--- config.mk ---
export PLATFORM = sky130hd
export DESIGN_NAME = wdog_timer
export DESIGN_NICKNAME = d
export VERILOG_FILES = /design/src/rtl/wdog_pkg.sv /design/src/rtl/wdog_prescaler.sv /design/src/rtl/wdog_counter.sv /design/src/rtl/wdog_regs.sv /design/src/rtl/wdog_timer.sv
export SDC_FILE = /design/constraint.sdc
export NUM_CORES = 1
export LEC_CHECK = 0
export ABC_CLOCK_PERIOD_IN_PS = 4730
export BUFFER_PORTS_ARGS = -buffer_cell sky130_fd_sc_hd__buf_2
export CAP_MARGIN = 0
export CORE_MARGIN = 2
export CORE_UTILIZATION = 31
export CTS_BUF_LIST = sky130_fd_sc_hd__clkbuf_2 sky130_fd_sc_hd__clkbuf_4 sky130_fd_sc_hd__clkbuf_8
export DETAILED_ROUTE_END_ITERATION = 6
export SYNTH_ARGS = -nofsm -noshare
export SYNTH_HDL_FRONTEND = slang
export SYNTH_SLANG_ARGS = --single-unit
--- constraint.sdc ---
create_clock -name clk -period 4.73 [get_ports clk]
set_input_delay 0.473 -clock clk [delete_from_list [all_inputs] [get_ports clk]]
set_output_delay 0.473 -clock clk [all_outputs]
set_load 0.05 [all_outputs]
--- src/rtl/wdog_pkg.sv ---
// Package: wdog_pkg
// Shared widths, register offsets and control-field positions for the
// watchdog. Assumes a byte-addressed bus with word-aligned registers.
package wdog_pkg;
    localparam int CNT_W  = 16;
    localparam int DATA_W = 32;
    localparam int ADDR_W = 4;
    localparam int MODE_W = 3;
    localparam int PSC_W  = 4;

    localparam logic [ADDR_W-1:0] OFS_LOAD  = 4'h0;
    localparam logic [ADDR_W-1:0] OFS_COUNT = 4'h4;
    localparam logic [ADDR_W-1:0] OFS_CTRL  = 4'h8;

    localparam int EN_BIT   = 7;
    localparam int MODE_LSB = 4;
    localparam int PSC_LSB  = 0;
    localparam int EXP_BIT  = 15;

    localparam logic [MODE_W-1:0] MODE_WDOG = 3'd3;
endpackage

--- src/rtl/wdog_prescaler.sv ---
// Module: wdog_prescaler
// Generates a tick every 2^(psc+1) running cycles, or every running
// cycle when psc is zero. Assumes clear is asserted for one cycle on a
// load write or an enable rise; the free count restarts from zero.
module wdog_prescaler #(
    parameter int PSC_W = 4
) (
    input  logic             clk,
    input  logic             rst_n,
    input  logic             run,
    input  logic             clear,
    input  logic [PSC_W-1:0] psc,
    output logic             tick
);
    localparam int PRE_W = 1 << PSC_W;

    logic [PRE_W-1:0] pre_q;
    logic [PRE_W-1:0] mask;

    // Build the low-bit mask: bits 0..psc set for psc >= 1, empty for psc 0.
    for (genvar i = 0; i < PRE_W; i++) begin : g_mask
        assign mask[i] = (psc != '0) && (i <= int'(psc));
    end

    // Free-running division counter, restarted by clear.
    always_ff @(posedge clk) begin
        if (!rst_n)      pre_q <= '0;
        else if (clear)  pre_q <= '0;
        else if (run)    pre_q <= pre_q + 1'b1;
    end

    // Tick when all masked low bits are ones.
    assign tick = run && ((pre_q & mask) == mask);
endmodule

--- src/rtl/wdog_counter.sv ---
// Module: wdog_counter
// The countdown register. A load write sets it, a tick decrements it, and
// at one it reloads and signals terminal. Assumes run is low while the
// reload value is zero.
module wdog_counter #(
    parameter int CNT_W = 16
) (
    input  logic             clk,
    input  logic             rst_n,
    input  logic             load_wr,
    input  logic [CNT_W-1:0] load_data,
    input  logic [CNT_W-1:0] reload_val,
    input  logic             run,
    input  logic             tick,
    input  logic             wdog_mode,
    output logic [CNT_W-1:0] count,
    output logic             terminal,
    output logic             rst_req
);
    localparam logic [CNT_W-1:0] ONE = CNT_W'(1);

    // The countdown ends on a tick while the count is one; a load write wins.
    assign terminal = run && tick && !load_wr && (count <= ONE);

    // Count register: load, reload on terminal, or decrement on tick.
    always_ff @(posedge clk) begin
        if (!rst_n)                count <= '0;
        else if (load_wr)          count <= load_data;
        else if (terminal)         count <= reload_val;
        else if (run && tick)      count <= count - 1'b1;
    end

    // Registered reset request, only in watchdog mode.
    always_ff @(posedge clk) begin
        if (!rst_n) rst_req <= 1'b0;
        else        rst_req <= terminal && wdog_mode;
    end
endmodule

--- src/rtl/wdog_regs.sv ---
// Module: wdog_regs
// Register decode: the load and control registers, the sticky expiry flag
// and the read mux. Assumes at most one bus write per cycle; unmapped
// offsets are ignored on write and read as zero.
module wdog_regs
    import wdog_pkg::*;
#(
    parameter int A_W = ADDR_W,
    parameter int D_W = DATA_W,
    parameter int C_W = CNT_W,
    parameter int M_W = MODE_W,
    parameter int P_W = PSC_W
) (
    input  logic           clk,
    input  logic           rst_n,
    input  logic [A_W-1:0] bus_addr,
    input  logic           bus_we,
    input  logic [D_W-1:0] bus_wdata,
    output logic [D_W-1:0] bus_rdata,
    input  logic [C_W-1:0] cnt_val,
    input  logic           expire_set,
    output logic [C_W-1:0] load_q,
    output logic           ctrl_en,
    output logic [M_W-1:0] ctrl_mode,
    output logic [P_W-1:0] ctrl_psc,
    output logic           load_wr,
    output logic           en_rise,
    output logic           expired
);
    logic ctrl_wr;
    logic unused_wdata_hi;

    assign unused_wdata_hi = ^bus_wdata[D_W-1:C_W];

    // Write strobes per register.
    assign load_wr = bus_we && (bus_addr == OFS_LOAD);
    assign ctrl_wr = bus_we && (bus_addr == OFS_CTRL);
    assign en_rise = ctrl_wr && bus_wdata[EN_BIT] && !ctrl_en;

    // Load register.
    always_ff @(posedge clk) begin
        if (!rst_n)       load_q <= '0;
        else if (load_wr) load_q <= bus_wdata[C_W-1:0];
    end

    // Control fields.
    always_ff @(posedge clk) begin
        if (!rst_n) begin
            ctrl_en   <= 1'b0;
            ctrl_mode <= '0;
            ctrl_psc  <= '0;
        end else if (ctrl_wr) begin
            ctrl_en   <= bus_wdata[EN_BIT];
            ctrl_mode <= bus_wdata[MODE_LSB +: M_W];
            ctrl_psc  <= bus_wdata[PSC_LSB +: P_W];
        end
    end

    // Sticky expiry flag: a load write clears it, a watchdog expiry sets it.
    always_ff @(posedge clk) begin
        if (!rst_n)          expired <= 1'b0;
        else if (load_wr)    expired <= 1'b0;
        else if (expire_set) expired <= 1'b1;
    end

    // Combinational read mux.
    always_comb begin
        bus_rdata = '0;
        case (bus_addr)
            OFS_LOAD:  bus_rdata[C_W-1:0] = load_q;
            OFS_COUNT: bus_rdata[C_W-1:0] = cnt_val;
            OFS_CTRL: begin
                bus_rdata[EXP_BIT]            = expired;
                bus_rdata[EN_BIT]             = ctrl_en;
                bus_rdata[MODE_LSB +: M_W]    = ctrl_mode;
                bus_rdata[PSC_LSB +: P_W]     = ctrl_psc;
            end
            default:   bus_rdata = '0;
        endcase
    end
endmodule

--- src/rtl/wdog_timer.sv ---
// Module: wdog_timer (top)
// A register-mapped watchdog: a prescaled 16-bit countdown that requests
// a system reset on expiry in mode 3 and free-runs in other modes.
// Assumes a synchronous active-low reset; all state resets to zero.
module wdog_timer
    import wdog_pkg::*;
(
    input  logic              clk,
    input  logic              rst_n,
    input  logic [ADDR_W-1:0] bus_addr,
    input  logic              bus_we,
    input  logic [DATA_W-1:0] bus_wdata,
    output logic [DATA_W-1:0] bus_rdata,
    output logic              rst_req
);
    logic [CNT_W-1:0]  load_q;
    logic [CNT_W-1:0]  cnt_q;
    logic              ctrl_en;
    logic [MODE_W-1:0] ctrl_mode;
    logic [PSC_W-1:0]  ctrl_psc;
    logic              load_wr;
    logic              en_rise;
    logic              expired_q;
    logic              run;
    logic              tick;
    logic              terminal;
    logic              wdog_mode;
    logic              expire_set;

    // Run only when enabled with a nonzero load; zero load parks the timer.
    assign run        = ctrl_en && (load_q != '0);
    assign wdog_mode  = (ctrl_mode == MODE_WDOG);
    assign expire_set = terminal && wdog_mode;

    wdog_regs u_regs (
        .clk        (clk),
        .rst_n      (rst_n),
        .bus_addr   (bus_addr),
        .bus_we     (bus_we),
        .bus_wdata  (bus_wdata),
        .bus_rdata  (bus_rdata),
        .cnt_val    (cnt_q),
        .expire_set (expire_set),
        .load_q     (load_q),
        .ctrl_en    (ctrl_en),
        .ctrl_mode  (ctrl_mode),
        .ctrl_psc   (ctrl_psc),
        .load_wr    (load_wr),
        .en_rise    (en_rise),
        .expired    (expired_q)
    );

    wdog_prescaler #(.PSC_W(PSC_W)) u_psc (
        .clk   (clk),
        .rst_n (rst_n),
        .run   (run),
        .clear (load_wr || en_rise),
        .psc   (ctrl_psc),
        .tick  (tick)
    );

    wdog_counter #(.CNT_W(CNT_W)) u_cnt (
        .clk        (clk),
        .rst_n      (rst_n),
        .load_wr    (load_wr),
        .load_data  (bus_wdata[CNT_W-1:0]),
        .reload_val (load_q),
        .run        (run),
        .tick       (tick),
        .wdog_mode  (wdog_mode),
        .count      (cnt_q),
        .terminal   (terminal),
        .rst_req    (rst_req)
    );
endmodule

# Word-level counts from Yosys, hierarchy flattened
# Index checks and enable logic that the tools add are counted.
# word_totals
elab_cells	72
out_inout_bits	33
inputBits	39
regBits	58
# op_classes
n_addsub	2
order_cmp	16
n_mux	6
n_bitwise	2
reduce_logical	34
n_eq_ne	4
# op_table
cell	n
two-way mux 16 bit	3
less-or-equal comparator 4 bit, first input constant	8
logical AND 1 bit	25
case mux 8 bit (3 select lines)	1
adder 16 x 1 -> 16 bit, second input constant	1
bitwise AND 16 bit	1
equality test 16 bit	1
less-or-equal comparator 16 x 1 -> 1 bit, second input constant	1
less-or-equal comparator 3 x 4 -> 1 bit, first input constant	4
nonzero test 16 bit	1
subtractor 16 x 1 -> 16 bit, second input constant	1
case mux 7 bit (2 select lines)	1
less-or-equal comparator 2 x 4 -> 1 bit, first input constant	2
equality test 4 x 3 -> 1 bit, second input constant	1
equality test 4 bit, second input constant	1
less-or-equal comparator 1 x 4 -> 1 bit, first input constant	1
zero test 4 bit	1
nonzero test 4 bit	1
OR reduction 2 bit	2
equality test 3 x 2 -> 1 bit, second input constant	1
case mux 1 bit (3 select lines)	1
nonzero test 3 bit	1
zero test 1 bit	2
logical OR 1 bit	1
inverter 1 bit	1

# Longest topological paths before layout
# logic_depth
depth_word	10
ltp_mapped	11
ltp_nobuf	9

# Cells and area by module
# From an unflattened synthesis, not the netlist that was laid out.
# unflattened
cells_unflattened	416
area_unflattened_um2	3499.6
# modules_own_cells
mod	seq_area_each_um2	instances	cells_per_inst	area_per_inst_um2
wdog_regs	500.5	1	159	1397.6
wdog_counter	340.3	1	139	1152.4
wdog_prescaler	320.3	1	108	890.9
wdog_timer	0.0	1	10	58.8

# Least setup slack after synthesis
# No wires, ideal clock.
# synth_timing
path_type	input-to-output
startpoint	input port bus_addr[1]
endpoint	output port bus_rdata[10]
cell_stages	3
arrival_time_ns	2.030
n_path_buf	1
t_required_ns	4.257
path_slack_ns	2.227
path_cell_list	nor4_1 -> clkbuf_1 -> a22o_1
# synth_between
elab_chain_cells	2
word_cells_on_any_way	3
classes_between	eq/ne: 1; mux: 1; reduce/logical: 1
# synth_rtl
item	line_no	source
from (decl)	wdog_timer.sv:10	input logic [ADDR_W-1:0] bus_addr,
equality test 4 x 3 -> 1 bit / zero test 4 bit (equally long branches)	wdog_regs.sv:69	case (bus_addr)
case mux 7 bit (2 select lines) *	wdog_regs.sv:69	
to (decl)	wdog_timer.sv:13	output logic [DATA_W-1:0] bus_rdata,
# Mark *: on every way between the ends. The rest lies on a longest branch, timed or not.

# Worst setup path in the final report
# layout_timing
startpoint	register u_cnt.count[0]
endpoint	register u_cnt.count[12]
# layout_between
elab_chain_cells	4
word_cells_on_any_way	7
classes_between	add/sub: 1; order compare: 1; mux: 3; reduce/logical: 2
# layout_rtl
item	line_no	source
from (decl)	wdog_counter.sv:16	output logic [CNT_W-1:0] count,
from (signal assigned)	wdog_counter.sv:28	else if (load_wr) count <= load_data;
from (signal assigned)	wdog_counter.sv:29	else if (terminal) count <= reload_val;
from (signal assigned)	wdog_counter.sv:30	else if (run && tick) count <= count - 1'b1;
subtractor 16 x 1 -> 16 bit / less-or-equal comparator 16 x 1 -> 1 bit (equally long branches)	wdog_counter.sv:30, wdog_counter.sv:23	
two-way mux 16 bit / logical AND 1 bit (equally long branches)	wdog_counter.sv:30, wdog_counter.sv:23	
two-way mux 16 bit	wdog_counter.sv:29	
two-way mux 16 bit	wdog_counter.sv:28	
# Several ways; a longest one is shown, not always the timed one. The select of a mux whose other input is x is not followed.
# A chain may end at the register's enable or synchronous reset.

==> results.sh <==
export IMPL_status="finished clean"
export IMPL_layoutNonFillerInstCount=600
export IMPL_critPathKind="reg -> reg"
export IMPL_end_kind="register"
export IMPL_drtAntennaViolNets=0
export IMPL_final_core_util_pct=36.5
export IMPL_gp_congestion=0.821
export IMPL_timing_final_crit_share_pct=62.4
export IMPL_hold_viol=0
export IMPL_power_mw=1.19
export IMPL_fin_nets=501
export IMPL_io_buffers=39
export IMPL_synth_largest_area_cell="dfxtp_1"
export IMPL_post_place_ws_ns=1.82
export IMPL_postRouteWirelength_um=8780
export IMPL_hold_slack_ns=0.377
export IMPL_ios=72
export IMPL_fillerInstances=1120
export IMPL_total_leakage_power_nw=1.53
export IMPL_synth_top_area_share_pct=35.0
export IMPL_clockBufferDepth=2
export IMPL_setup_slack_ns=1.78
export IMPL_dieArea_mm2=0.0115
export IMPL_crit_start="u_cnt.count[0]"
export IMPL_drt_pass1_iterations=5
export IMPL_track_usage_pct=15.7
export IMPL_ys_seq_area_share_pct=35.0
export IMPL_start_kind="register"
export IMPL_postPlaceCellArea_mm2=0.00356
export IMPL_mostFrequentLayoutCell="nand2_1"
export IMPL_clock_fmax_ghz=0.339
export IMPL_synthArstFlopShare_pct=0
export IMPL_synthFlopType="dfxtp_1"
export IMPL_cts_tree="built"
export IMPL_grt_max_degree=47
export IMPL_antenna_cells=0
export IMPL_rows=37
export IMPL_postCtsResizedCells=0
export IMPL_period_minus_slack_ns=2.95
export IMPL_numPlacedInstances=584
export IMPL_cts_root_buf="clkbuf_8"
export IMPL_holdCritStartpoint="bus_wdata[9]"
export IMPL_synth_cell_types=52
export IMPL_synthTopCellsByArea="dfxtp_1, nand2_1, a21oi_1"
export IMPL_finalClockSkew_ns=0.0126
export IMPL_grt_overflow=0
export IMPL_crit_required_ns=4.96
export IMPL_synth_area_per_cell_um2=7.69
export IMPL_worstPathMaxFanout=28
export IMPL_grt_pass1_vias=2741
export IMPL_clock_sinks=58
export IMPL_cts_setup_buffers=0
export IMPL_die_h_um=107
export IMPL_worstMarginPinSlew_ns=0.943
export IMPL_core_mm2=0.0104
export IMPL_hpwl_um=5930
export IMPL_fin_area_mm2=0.00378
export IMPL_drc=0
export IMPL_r2r_start="u_cnt.count[0]"
export IMPL_ys_warn_count=0
export IMPL_slew_violations=0
export IMPL_setup_viol=0
export IMPL_numCtsBuffers=9
export IMPL_tns_ns=0
export IMPL_syn2layout_area_growth_pct=14.2
export IMPL_synth_seq_cells=58
export IMPL_insertion_delay_ns=0.33
export IMPL_die_x_um=107
export IMPL_synth_edf_count=0
export IMPL_drive_above_1_share_pct=15.7
export IMPL_ir_drop_mv=0.146
export IMPL_viasPerCell=5.27
export IMPL_cp_arrival_ns=3.18
export IMPL_powerDensity_mw_per_mm2=314
export IMPL_hold_class="in -> reg"
export IMPL_max_cap_violations=0
export IMPL_slew_headroom_pct=37.0
export IMPL_met3_usage_pct=5.02
export IMPL_antenna_found_initial=0
export IMPL_top_usage_layer="met2"
export IMPL_met1_usage_pct=22.5
export IMPL_synth_cells=431
export IMPL_wl_per_cell_um=14.6
export IMPL_drt_initial_drc_count=337
export IMPL_final_cell_mix="nand2_1, dfxtp_1, a21oi_1"
export IMPL_syn_area_mm2=0.00331
export IMPL_met2_usage_pct=22.9
export IMPL_rsz0062_at_grt="no"
export IMPL_cts_hold_buf=0
export IMPL_htree_levels=3
export IMPL_path_clk_slew_ns=0.08
export IMPL_initial_core_util_pct=32.0
export IMPL_vias=3161
export IMPL_grt_pass1_wl_um=14300
routing by layer:
metal / up-vias / routed length (um)
li1: 1563 / -
met1: 1476 / 4160
met2: 113 / 3920
met3: 9 / 620
met4: 0 / 80
met5: - / 0
area by class of cell:
cell class	instances	area [um2]	share of cell area, %
clock buffers	11	145	3.83
inverters	17	63.8	1.69
repair buffers	44	233	6.15
clock inverters	5	77.6	2.05
multi-input cells	329	1930	51.1
flip-flops and latches	58	1160	30.7
well taps	136	170	4.50
synthesized netlist by cell type (6+ instances only):
library cell	n
dfxtp_1	58
nor2_1	36
buf_4	16
xor2_1	12
a31oi_1	9
xnor2_1	10
a22o_1	8
nand3_1	23
a211o_1	6
mux2i_1	7
inv_1	16
o21ai_0	24
nor4_1	8
a21oi_1	44
nand2_1	65
a222oi_1	9
clkbuf_1	19
worst max-delay path, cell delays in order (launching register included):
cell and delay [ns]:
dfxtp_1 0.46, inv_1 0.17, ha_1 0.37, nor2_1 0.16
and4bb_2 0.29, nand2_1 0.71, mux2i_1 0.17, or3_1 0.34
a31oi_1 0.18
cell families after synthesis:
group | count (synthesis) | share of synthesized area [%]
compound gates | 114 | 22.0
simple gates | 166 | 24.7
other cells | 1 | 0.113
mux | 8 | 2.45
xor+xnor | 22 | 5.81
flops | 58 | 35.0
buf+inv | 59 | 8.68
fa+ha+maj | 3 | 1.13
power breakdown:
group / internal [mW] / switching [mW] / total [mW]
registers: 0.494 / 0.00878 / 0.503
clock network: 0.315 / 0.202 / 0.517
logic: 0.0547 / 0.114 / 0.169
total: 0.864 / 0.325 / 1.19
sequential cells by signal, summed over array words and instances, names as in the netlist:
name	cells
u_cnt.rst_req	1
u_psc.pre_q	16
u_regs.expired	1
u_regs.ctrl_psc	4
u_cnt.count	16
u_regs.ctrl_en	1
u_regs.ctrl_mode	3
u_regs.load_q	16
final timing paths:
path	cells after the start	end	slack, ns
hold / removal	3	u_regs.load_q[9]	0.38
hold reg to reg	2	u_regs.ctrl_mode[2]	0.49
setup / recovery	8	u_cnt.count[12]	1.78
setup reg to reg	8	u_cnt.count[12]	1.78
No activity file was read; power rests on OpenSTA's default activity.
